`config.mk`:
```
export PLATFORM = sky130hd
export DESIGN_NAME = aud_ser_tx
export DESIGN_NICKNAME = d
export VERILOG_FILES = /design/src/rtl/aud_tx_pkg.sv /design/src/rtl/aud_tx_edge_sync.sv /design/src/rtl/aud_tx_framer.sv /design/src/rtl/aud_tx_sample_buf.sv /design/src/rtl/aud_tx_bitsel.sv /design/src/rtl/aud_ser_tx.sv
export SDC_FILE = /design/constraint.sdc
export NUM_CORES = 1
export LEC_CHECK = 0
export BUFFER_PORTS_ARGS = -buffer_cell sky130_fd_sc_hd__buf_2
export CORE_UTILIZATION = 40
export DETAILED_ROUTE_END_ITERATION = 8
export GPL_TIMING_DRIVEN = 0
export HOLD_SLACK_MARGIN = 0.03
export MAX_ROUTING_LAYER = met4
export PLACE_DENSITY = 0.66
export SLEW_MARGIN = 20
export SYNTH_ARGS = -nofsm -noshare
export SYNTH_HDL_FRONTEND = slang
export SYNTH_SLANG_ARGS = --single-unit
```
`constraint.sdc`:
```
create_clock -name clk_i -period 17.4 [get_ports clk_i]
set_input_delay 0.87 -clock clk_i [delete_from_list [all_inputs] [get_ports clk_i]]
set_output_delay 0.87 -clock clk_i [all_outputs]
set_load 0.05 [all_outputs]
```
`src/rtl/aud_tx_pkg.sv`:
```
package aud_tx_pkg;
  typedef enum logic [2:0] {
    FMT_I2S = 3'd0,
    FMT_LJ  = 3'd1,
    FMT_RJ  = 3'd2,
    FMT_DSP = 3'd3,
    FMT_TDM = 3'd4
  } fmt_e;

  function automatic fmt_e fmt_decode(input logic [2:0] code);
    case (code)
      3'd1:    return FMT_LJ;
      3'd2:    return FMT_RJ;
      3'd3:    return FMT_DSP;
      3'd4:    return FMT_TDM;
      default: return FMT_I2S;
    endcase
  endfunction

  function automatic logic [4:0] word_bits(input logic [1:0] code);
    case (code)
      2'd1:    return 5'd20;
      2'd2:    return 5'd16;
      default: return 5'd24;
    endcase
  endfunction

  function automatic logic [4:0] slot_count(input logic [1:0] code);
    case (code)
      2'd0:    return 5'd4;
      2'd1:    return 5'd8;
      default: return 5'd16;
    endcase
  endfunction
endpackage

```
`src/rtl/aud_tx_edge_sync.sv`:
```
module aud_tx_edge_sync #(
  parameter int STAGES = 2
) (
  input  logic clk_i,
  input  logic rst_ni,
  input  logic bclk_i,
  input  logic fclk_i,
  output logic fall_o,
  output logic fclk_o
);
  logic [STAGES-1:0] bsync_q, fsync_q;
  logic              bprev_q;

  always_ff @(posedge clk_i or negedge rst_ni) begin
    if (!rst_ni) begin
      bsync_q <= '0;
      fsync_q <= '0;
      bprev_q <= 1'b0;
    end else begin
      bsync_q <= {bsync_q[STAGES-2:0], bclk_i};
      fsync_q <= {fsync_q[STAGES-2:0], fclk_i};
      bprev_q <= bsync_q[STAGES-1];
    end
  end

  assign fall_o = bprev_q & ~bsync_q[STAGES-1];
  assign fclk_o = fsync_q[STAGES-1];
endmodule

```
`src/rtl/aud_tx_framer.sv`:
```
module aud_tx_framer
  import aud_tx_pkg::*;
#(
  parameter int POS_W = 10
) (
  input  logic             clk_i,
  input  logic             rst_ni,
  input  logic             fall_i,
  input  logic             fclk_i,
  input  fmt_e             fmt_i,
  output logic             load_o,
  output logic [POS_W-1:0] pos_o,
  output logic             seg_ch_o
);
  logic             fclk_prev_q, dsp_right_q, seg_ch_q;
  logic [POS_W-1:0] pos_q;
  logic             stereo, rise, fell, seg_start;

  always_comb begin
    stereo    = (fmt_i == FMT_I2S) || (fmt_i == FMT_LJ) || (fmt_i == FMT_RJ);
    rise      = fclk_i & ~fclk_prev_q;
    fell      = ~fclk_i & fclk_prev_q;
    seg_start = stereo ? (rise | fell) : rise;
    if (stereo) load_o = fall_i & fell;
    else        load_o = fall_i & rise & ((fmt_i != FMT_DSP) | ~dsp_right_q);
    pos_o     = seg_start ? '0 : ((&pos_q) ? pos_q : pos_q + 1'b1);
    if (stereo)                seg_ch_o = fclk_i;
    else if (fmt_i == FMT_DSP) seg_ch_o = seg_start ? dsp_right_q : seg_ch_q;
    else                       seg_ch_o = 1'b0;
  end

  always_ff @(posedge clk_i or negedge rst_ni) begin
    if (!rst_ni) begin
      fclk_prev_q <= 1'b0;
      pos_q       <= '0;
      seg_ch_q    <= 1'b0;
      dsp_right_q <= 1'b0;
    end else begin
      if (fmt_i != FMT_DSP)        dsp_right_q <= 1'b0;
      else if (fall_i && rise)     dsp_right_q <= ~dsp_right_q;
      if (fall_i) begin
        fclk_prev_q <= fclk_i;
        pos_q       <= pos_o;
        seg_ch_q    <= seg_ch_o;
      end
    end
  end
endmodule

```
`src/rtl/aud_tx_sample_buf.sv`:
```
module aud_tx_sample_buf #(
  parameter int BUS_W = 384
) (
  input  logic             clk_i,
  input  logic             rst_ni,
  input  logic             valid_i,
  input  logic [BUS_W-1:0] data_i,
  input  logic             load_i,
  output logic             ready_o,
  output logic             pend_full_o,
  output logic [BUS_W-1:0] src_o,
  output logic             underrun_o
);
  logic [BUS_W-1:0] pend_q, cur_q;
  logic             pend_full_q, underrun_q;

  assign ready_o     = ~pend_full_q;
  assign pend_full_o = pend_full_q;
  assign underrun_o  = underrun_q;
  // frame start uses the incoming sample in the same bit slot
  assign src_o = (load_i && pend_full_q) ? pend_q : cur_q;

  always_ff @(posedge clk_i or negedge rst_ni) begin
    if (!rst_ni) begin
      pend_q      <= '0;
      cur_q       <= '0;
      pend_full_q <= 1'b0;
      underrun_q  <= 1'b0;
    end else begin
      if (valid_i && !pend_full_q) begin
        pend_q      <= data_i;
        pend_full_q <= 1'b1;
      end
      if (load_i) begin
        if (pend_full_q) begin
          cur_q       <= pend_q;
          pend_full_q <= 1'b0;
        end else begin
          underrun_q  <= 1'b1;
        end
      end
    end
  end
endmodule

```
`src/rtl/aud_tx_bitsel.sv`:
```
module aud_tx_bitsel
  import aud_tx_pkg::*;
#(
  parameter int CH_W      = 24,
  parameter int MAX_SLOTS = 16,
  parameter int SLOT_BITS = 32,
  parameter int POS_W     = 10
) (
  input  fmt_e                          fmt_i,
  input  logic [1:0]                    wcode_i,
  input  logic [1:0]                    scode_i,
  input  logic [POS_W-1:0]              pos_i,
  input  logic                          seg_ch_i,
  input  logic [MAX_SLOTS*CH_W-1:0]     smp_i,
  output logic                          bit_o
);
  localparam int SLOT_LG  = $clog2(SLOT_BITS);
  localparam int SL_W     = POS_W - SLOT_LG;
  localparam int CH_IDX_W = $clog2(MAX_SLOTS);
  localparam int IDX_W    = $clog2(MAX_SLOTS*CH_W);

  logic [4:0]          wb;
  logic [POS_W-1:0]    d, q;
  logic [SL_W-1:0]     slot;
  logic [SLOT_LG-1:0]  k;
  logic [CH_IDX_W-1:0] ch;
  logic [IDX_W-1:0]    idx;
  logic                slot_ok;

  always_comb begin
    wb = word_bits(wcode_i);
    case (fmt_i)
      FMT_LJ:  d = '0;
      FMT_RJ:  d = POS_W'(SLOT_BITS) - POS_W'(wb);
      default: d = POS_W'(1);
    endcase
    q    = pos_i - d;
    slot = q[POS_W-1:SLOT_LG];
    k    = q[SLOT_LG-1:0];
    if (fmt_i == FMT_TDM) begin
      slot_ok = slot < SL_W'(slot_count(scode_i));
      ch      = slot[CH_IDX_W-1:0];
    end else begin
      slot_ok = (slot == '0);
      ch      = CH_IDX_W'(seg_ch_i);
    end
    idx   = IDX_W'(ch) * IDX_W'(CH_W) + IDX_W'(CH_W - 1) - IDX_W'(k);
    bit_o = ((pos_i >= d) && slot_ok && (int'(k) < int'(wb))) ? smp_i[idx] : 1'b0;
  end
endmodule

```
`src/rtl/aud_ser_tx.sv`:
```
module aud_ser_tx
  import aud_tx_pkg::*;
#(
  parameter int CH_W        = 24,
  parameter int MAX_SLOTS   = 16,
  parameter int SLOT_BITS   = 32,
  parameter int SYNC_STAGES = 2
) (
  input  logic                      clk_i,
  input  logic                      rst_ni,
  input  logic                      bclk_i,
  input  logic                      fclk_i,
  input  logic [2:0]                fmt_i,
  input  logic [1:0]                width_i,
  input  logic [1:0]                slots_i,
  input  logic                      smp_valid_i,
  input  logic [MAX_SLOTS*CH_W-1:0] smp_data_i,
  output logic                      smp_ready_o,
  output logic                      sdata_o,
  output logic                      underrun_o
);
  localparam int BUS_W = MAX_SLOTS * CH_W;
  localparam int POS_W = $clog2(MAX_SLOTS * SLOT_BITS) + 1;

  fmt_e             fmt_q;
  logic [1:0]       wcode_q, scode_q;
  logic             fall_w, fclk_w, load_w, seg_ch_w, bit_w, pend_full_w, sdata_q;
  logic [POS_W-1:0] pos_w;
  logic [BUS_W-1:0] src_w;

  always_ff @(posedge clk_i or negedge rst_ni) begin
    if (!rst_ni) begin
      fmt_q   <= FMT_I2S;
      wcode_q <= 2'd0;
      scode_q <= 2'd2;
      sdata_q <= 1'b0;
    end else begin
      fmt_q   <= fmt_decode(fmt_i);
      wcode_q <= width_i;
      scode_q <= slots_i;
      if (fall_w) sdata_q <= bit_w;
    end
  end

  aud_tx_edge_sync #(.STAGES(SYNC_STAGES)) u_sync (
    .clk_i, .rst_ni, .bclk_i, .fclk_i, .fall_o(fall_w), .fclk_o(fclk_w)
  );

  aud_tx_framer #(.POS_W(POS_W)) u_framer (
    .clk_i, .rst_ni, .fall_i(fall_w), .fclk_i(fclk_w), .fmt_i(fmt_q),
    .load_o(load_w), .pos_o(pos_w), .seg_ch_o(seg_ch_w)
  );

  aud_tx_sample_buf #(.BUS_W(BUS_W)) u_buf (
    .clk_i, .rst_ni, .valid_i(smp_valid_i), .data_i(smp_data_i), .load_i(load_w),
    .ready_o(smp_ready_o), .pend_full_o(pend_full_w), .src_o(src_w),
    .underrun_o(underrun_o)
  );

  aud_tx_bitsel #(
    .CH_W(CH_W), .MAX_SLOTS(MAX_SLOTS), .SLOT_BITS(SLOT_BITS), .POS_W(POS_W)
  ) u_bitsel (
    .fmt_i(fmt_q), .wcode_i(wcode_q), .scode_i(scode_q), .pos_i(pos_w),
    .seg_ch_i(seg_ch_w), .smp_i(src_w), .bit_o(bit_w)
  );

  assign sdata_o = sdata_q;
endmodule

```
==> summary.txt, run 1 <==
Worst clock skew: 36.01 ps
Hold WS: 118.6 ps
Via Count: 29,377
RSZ-0062 raised after global routing: false
Clock buffers created by TritonCTS: 84
Worst skew pair latency: 660 ps
Ys Warns: 0
# setup viols final: 0
Reg-to-Reg Start: u_framer.pos_q[0]
Setup ws final: 9596 ps
Worst vdd ir: 0.08606 mV
Post_cts resized: 0
P_leak: 0.02042 uW
WS Path Type: reg -> reg
Fill cell count: 8,314
Crit path max-delay cell type: clkbuf_1
Dpl hpwl: 97,750 um
Cell row count: 110
Post-route cell area: 0.04348 mm^2
Post-Syn Area: 0.03679 mm^2
Mapped Cells: 3,426
Number of synthesized flops with an enable pin: 0
Layout area overhead: 18.17%
Nets: 4,336
GRT overflow: 0
DIE WIDTH: 305.3 um
Async set or reset register ratio after synthesis: 1.000
Antenna violations before repair: 13
Gpl congestion: 0.9337
Worst Setup Start Kind: flip-flop
Worst Hold Class: in -> async
First-pass GRT wire length: 193,400 um
Total GRT Usage: 0.2923
Post-CTS setup buffer count: 0
Status: finished clean
Post-DRT Antenna Nets: 0
Final Cycle Share: 0.4485
Library cells used by synthesis: 90
Max_cap viols: 0
Initial Utilization: 0.4063
DRC: 0
Final Hold Vio Count: 0
DIE AREA: 0.09320 mm^2
Number of global-route vias before repair: 28,840
Ys flop type: dfrtp_1
Syn_area_per_cell: 10.74 um^2
CTS H-Tree Depth: 3
Chip height: 305.3 um
Worst-path clk slew: 60 ps
Root Driver: clkbuf_16
Place WS: 9933 ps
Cts hold-fix bufs: 0
Period minus WS final: 7804 ps
Clock Tree Buf Depth: 3
Initial DRC count: 3,236
Crit path top cell by count: ha_1
Drt first pass iters: 6
# IOs: 399
Kind of end point of the critical path: flip-flop
Clk sinks: 796
Reg-to-reg endpoint: sdata_o
WL final: 133,200 um
Slew Limit Fails: 0
CP Data Arrival Time: 8370 ps
Syn nets: 3,842
Synth Register Bits: 796
CTS tree: built
Placed inst area: 0.04050 mm^2
Total power: 7853 uW
Slew HR: 0.1509
Dpl cells: 5,008
Worst-case reg-to-reg path depth: 28
Worst EP required: 17,970 ps
Max frequency: 128.1 MHz
Final Non-Filler Cells: 5,174
Routed WL per cell: 25.74 um
Port bufs: 398
Largest net degree at the start of global routing: 133
Placeable Area: 0.09056 mm^2
Layout cells sized above 1: 0.2966
Flop-to-flop setup slack: 9600 ps
Vias/cell: 5.678
Slowest cell delay on critical path: 940 ps
Crit-path max FO: 10
Worst-margin pin slew: 1274 ps
Pwr/cell area: 180.6 mW/mm^2
Register area share after synthesis: 0.5414
-- critical path, delay by kind of cell (launching register included) --
family,cells,cell delay [ps]
buffers and inverters,7,1570
adders and majority gates,5,1340
xor gates and xnor gates,2,490
DFF,1,410
muxes,1,510
and+or+nand+nor,9,1310
AOI/OAI and AO/OA,4,2080
-- layout by cell type (no fill, tap or decap), drive strengths merged, types with 16 or more instances in the layout --
cell type	count
a21o	18
a22oi	26
buf	504
o211ai	21
o21ai	21
a211oi	16
nor2	38
nor3	17
and3	44
dfrtp	795
a21oi	28
nand3	151
a311oi	21
mux2i	33
mux2	483
nand2	1209
mux4	51
ha	19
clkinv	16
inv	30
a31oi	23
clkbuf	246
-- stage by stage --
| stage | TNS (ps) | util |
|---|---|---|
| final | 0 | 0.4801 |
| after global routing | 0 | 0.4801 |
| after CTS | 0 | 0.4795 |
| after detailed placement | 0 | 0.4472 |
| after global placement | -1385380 | 0.4445 |
| after floorplan | 0 | - |
-- cell type report --
type | count | area (um^2) | share of cell area
Clock inverter | 33 | 457.9 | 0.01053
Sequential cell | 796 | 19920 | 0.4582
Inverter | 25 | 93.84 | 0.002158
Clock buffer | 118 | 2462 | 0.05663
Buffer | 224 | 1190 | 0.02737
Tap cell | 1176 | 1471 | 0.03384
Timing Repair Buffer | 408 | 2237 | 0.05145
Multi-Input combinational cell | 2381 | 15610 | 0.3591
Antenna cell | 13 | 32.53 | 0.0007482
-- sequential cells by signal, summed over array words and instances, names as in the netlist --
register and count:
u_buf.pend_q 384, u_sync.bsync_q 2, sdata_o 1, u_buf.underrun_o 1, u_framer.fclk_prev_q 1, u_sync.bprev_q 1
u_sync.fsync_q 2, u_buf.cur_q 384, u_framer.dsp_right_q 1, wcode_q 2, u_buf.pend_full_o 1, u_framer.seg_ch_q 1
u_framer.pos_q 10, scode_q 2, fmt_q 3
-- synthesized netlist by cell type (7+ instances only) --
library cell,n,area (um^2)
a211o_1,10,87.58
a211oi_1,15,112.6
a21o_1,17,127.6
a21oi_1,28,140.1
a22oi_1,26,195.2
a311oi_1,19,166.4
a31oi_1,22,137.6
a32oi_1,9,78.83
and3_1,44,275.3
buf_1,17,63.81
buf_12,7,140.1
buf_2,42,210.2
buf_4,13,97.59
buf_6,16,180.2
clkbuf_1,128,480.5
dfrtp_1,795,19890
ha_1,19,237.7
inv_1,24,90.09
mux2_2,481,5416
mux2i_1,33,330.3
mux4_1,9,236.5
mux4_2,42,945.9
nand2_1,1208,4534
nand3_1,150,750.7
nand4_1,9,56.30
nor2_1,38,142.6
nor3_1,17,85.08
o211ai_1,18,135.1
o21ai_0,20,100.1
or2_2,7,43.79
xnor2_1,10,87.58
-- worst max path at each step --
stage	endpoint	start	slack, ps	depth (start not counted)
final	sdata_o	u_framer.pos_q[0]	9600	28
after global routing	sdata_o	u_framer.pos_q[0]	9420	28
after CTS	sdata_o	u_framer.pos_q[0]	9910	28
after detailed placement	sdata_o	u_framer.pos_q[0]	9930	28
after global placement	u_sync.fsync_q[0]	rst_ni	-1870	1
after floorplan	sdata_o	u_framer.pos_q[0]	11750	29
-- layer usage --
| metal | GRT usage | part of all wire |
|---|---|---|
| met5 | - | 0 |
| met4 | 0.1571 | 0.058 |
| met1 | 0.3786 | 0.40 |
| met3 | 0.06669 | 0.10 |
| met2 | 0.4257 | 0.44 |
-- cell families after synthesis --
kind of cell / Yosys count / synth area share
xor gates and xnor gates: 17 / 0.004251
and+or+nand+nor: 1514 / 0.1682
adders and majority gates: 20 / 0.007005
buffers and inverters: 249 / 0.03482
DFF: 796 / 0.5414
AOI/OAI and AO/OA: 263 / 0.05523
muxes: 567 / 0.1890
-- power breakdown --
part,switching [uW],internal (uW),leakage [uW],total [uW]
clock network,779,1140,0.00144,1920
registers,571,2660,0.00973,3230
logic,1620,1090,0.00924,2710
total,2970,4890,0.0204,7850
No activity file was read; power rests on OpenSTA's default activity.
==> run 2: changes to the inputs <==
PLACE_DENSITY = 0.68   (was 0.66)
clock period = 6.8 ns   (was 17.4 ns; I/O delays follow)
==> run 2 against run 1 <==
Hold slack gained 45 ps. Sequential share of layout area shrank 3.9 points. Core utilization grew 4.5 points. Non-clock buffer count grew 393. Worst setup slack lost 9300 ps. Cell count grew 7.5%. Critical path depth shrank 6. Via count grew 6.7%. Sequential power grew to 2.6 times the previous value.
==> summary.txt, run 2 (synthesis results as in run 1) <==
Crit-path max FO: 10 (unchanged)
Number of global-route vias before repair: 31,510 (+9.3%)
Post-DRT Antenna Nets: 0 (unchanged)
GRT overflow: 0 (unchanged)
Critical Path, Cell by Cell: ha_2 > and4_1 > buf_2 > nand3_1 > and3_1 > nor3_2 > ha_1 > xor2_1 > buf_2 > buf_2 > buf_2 > buf_2 > buf_2 > nand2_1 > nand3_1 > a21oi_1 > o41ai_1 > o221ai_1 > nand3_1 > o221ai_1 > a211o_1 > nand3_2
Most frequent cells in the layout: nand2_1 (1,207), dfrtp_1 (795), mux2_2 (481)
P_leak: 0.02211 uW (+8.3%)
Gpl congestion: 0.9309 (-0.30%)
Max frequency: 152.7 MHz (+19%)
CP Data Arrival Time: 7140 ps (-1230 ps)
Initial DRC count: 3,402 (+5.1%)
Period minus WS final: 6547 ps (-1257 ps)
Initial Utilization: 0.4063 (unchanged)
DRC: 0 (unchanged)
Root Driver: clkbuf_16
Place WS: -565.3 ps (-10,500 ps)
Worst Hold Class: in -> async
Worst skew pair latency: 670 ps (about the same)
WL final: 139,500 um (+4.7%)
Final Cycle Share: 0.9628 (+0.5143)
Pwr/cell area: 430.2 mW/mm^2 (+140%)
Clock buffers created by TritonCTS: 85 (+1.2%)
Clk sinks: 796 (unchanged)
Worst-path clk slew: 60 ps (about the same)
Reg-to-Reg Start: u_framer.pos_q[0]
Final Non-Filler Cells: 5,563 (+7.5%)
CTS tree: built
Reg-to-reg endpoint: sdata_o
Routed WL per cell: 25.07 um (-2.6%)
Slew Limit Fails: 0 (unchanged)
Worst EP required: 7390 ps (-10,580 ps)
Hold WS: 163.9 ps (+45.32 ps)
Clock Tree Buf Depth: 3 (unchanged)
Worst Setup Start Kind: flip-flop
Total GRT Usage: 0.3088 (+0.01650)
Layout cells sized above 1: 0.2725 (-0.02415)
Worst-margin pin slew: 1244 ps (-30.12 ps)
Max_cap viols: 0 (unchanged)
Setup ws final: 253.0 ps (-9343 ps)
Crit path top cell by count: buf_2
Vias/cell: 5.633 (-0.78%)
Via Count: 31,338 (+6.7%)
Largest net degree at the start of global routing: 139 (+4.5%)
Dpl cells: 5,008 (unchanged)
Fill cell count: 7,837 (-5.7%)
Commonest non-fill, non-tap cell in the layout: nand2_1
Port bufs: 398 (unchanged)
Dpl hpwl: 97,540 um (-0.21%)
# setup viols final: 0 (unchanged)
DIE WIDTH: 305.3 um (unchanged)
First-pass GRT wire length: 205,700 um (+6.4%)
Worst clock skew: 27.28 ps (-8.728 ps)
# IOs: 399 (unchanged)
Worst-case reg-to-reg path depth: 22 (-21%)
Placeable Area: 0.09056 mm^2 (unchanged)
Status: finished clean
Slew HR: 0.1709 (+0.02008)
Flop-to-flop setup slack: 250 ps (-9340 ps)
Cell row count: 110 (unchanged)
Layout area overhead: 29.15%
Kind of end point of the critical path: flip-flop
Crit path max-delay cell type: o41ai_1
Drt first pass iters: 5 (-1)
Antenna violations before repair: 1 (-12)
Final Hold Vio Count: 0 (unchanged)
DIE AREA: 0.09320 mm^2 (unchanged)
Top flop regs: u_buf.cur_q x384, u_buf.pend_q x384, u_framer.pos_q x10
Chip height: 305.3 um (unchanged)
Worst vdd ir: 0.2393 mV (+180%)
CTS H-Tree Depth: 3 (unchanged)
Worst setup path startpoint: u_framer.pos_q[0]
Nets: 4,730 (+9.1%)
Slowest cell delay on critical path: 660 ps (-280 ps)
WS Path Type: reg -> reg
## run 2: where the power goes
part,internal (uW),total (uW),switching (uW)
Clock,2950,4990,2040
Combinational,2970,7150,4190
Sequential,6800,8300,1500
Total,12700,20400,7720
## run 2: cell type report
class                           instances  area, um^2  share of cell area
Clock buffer                          128        2554             0.05374
Clock inverter                         31       434.2            0.009137
Sequential cell                       796       19920              0.4192
Inverter                               25       93.84            0.001975
Antenna cell                            1       2.502          0.00005266
Timing Repair Buffer                  803        6173              0.1299
Buffer                                222        1189             0.02501
Tap cell                             1176        1471             0.03096
Multi-Input combinational cell       2381       15680              0.3300
## run 2: how the worst max path moves through the flow
stage	to	slack [ps]	depth (start not counted)
2_1_floorplan	sdata_o	1150	29
3_3_place_gp	u_sync.fsync_q[0]	-11840	1
3_5_place_dp	sdata_o	-570	27
4_1_cts	sdata_o	20	16
5_1_grt	sdata_o	-7	30
6_report	sdata_o	250	22
## run 2: what timing repair did
action                                  CTS  global route
endpoints found under the hold margin   457             0
buffers inserted                          0             1
endpoints found under the setup margin    1             1
hold buffers                            396             0
gates resized for setup                   6            13
## run 2: critical path: cells and delay by family, from the launching register on
kind / cells / cell delay (ps)
compound gates: 5 / 1520
simple gates: 8 / 1330
flops: 1 / 400
xor+xnor: 1 / 410
buf+inv: 6 / 2160
fa+ha+maj: 2 / 620
## run 2: per-layer routing
layer  part of all wire  global-route usage  vias up
met5                  0                   -        -
met4              0.064              0.1725        0
met3              0.094             0.06260      434
met2               0.44              0.4581     1790
met1               0.40              0.3954    15590
li1                   -                   -    13524
## run 2: metrics by stage
stage	utilization	power, uW	cell area [um^2]	setup TNS, ps
after floorplan	-	12060	36790	0
after global placement	0.4445	14710	40260	-9329550
after detailed placement	0.4470	14950	40480	-565.3
after CTS	0.5239	20150	47440	0
after global routing	0.5247	21240	47520	-6.579
final	0.5247	20440	47520	0
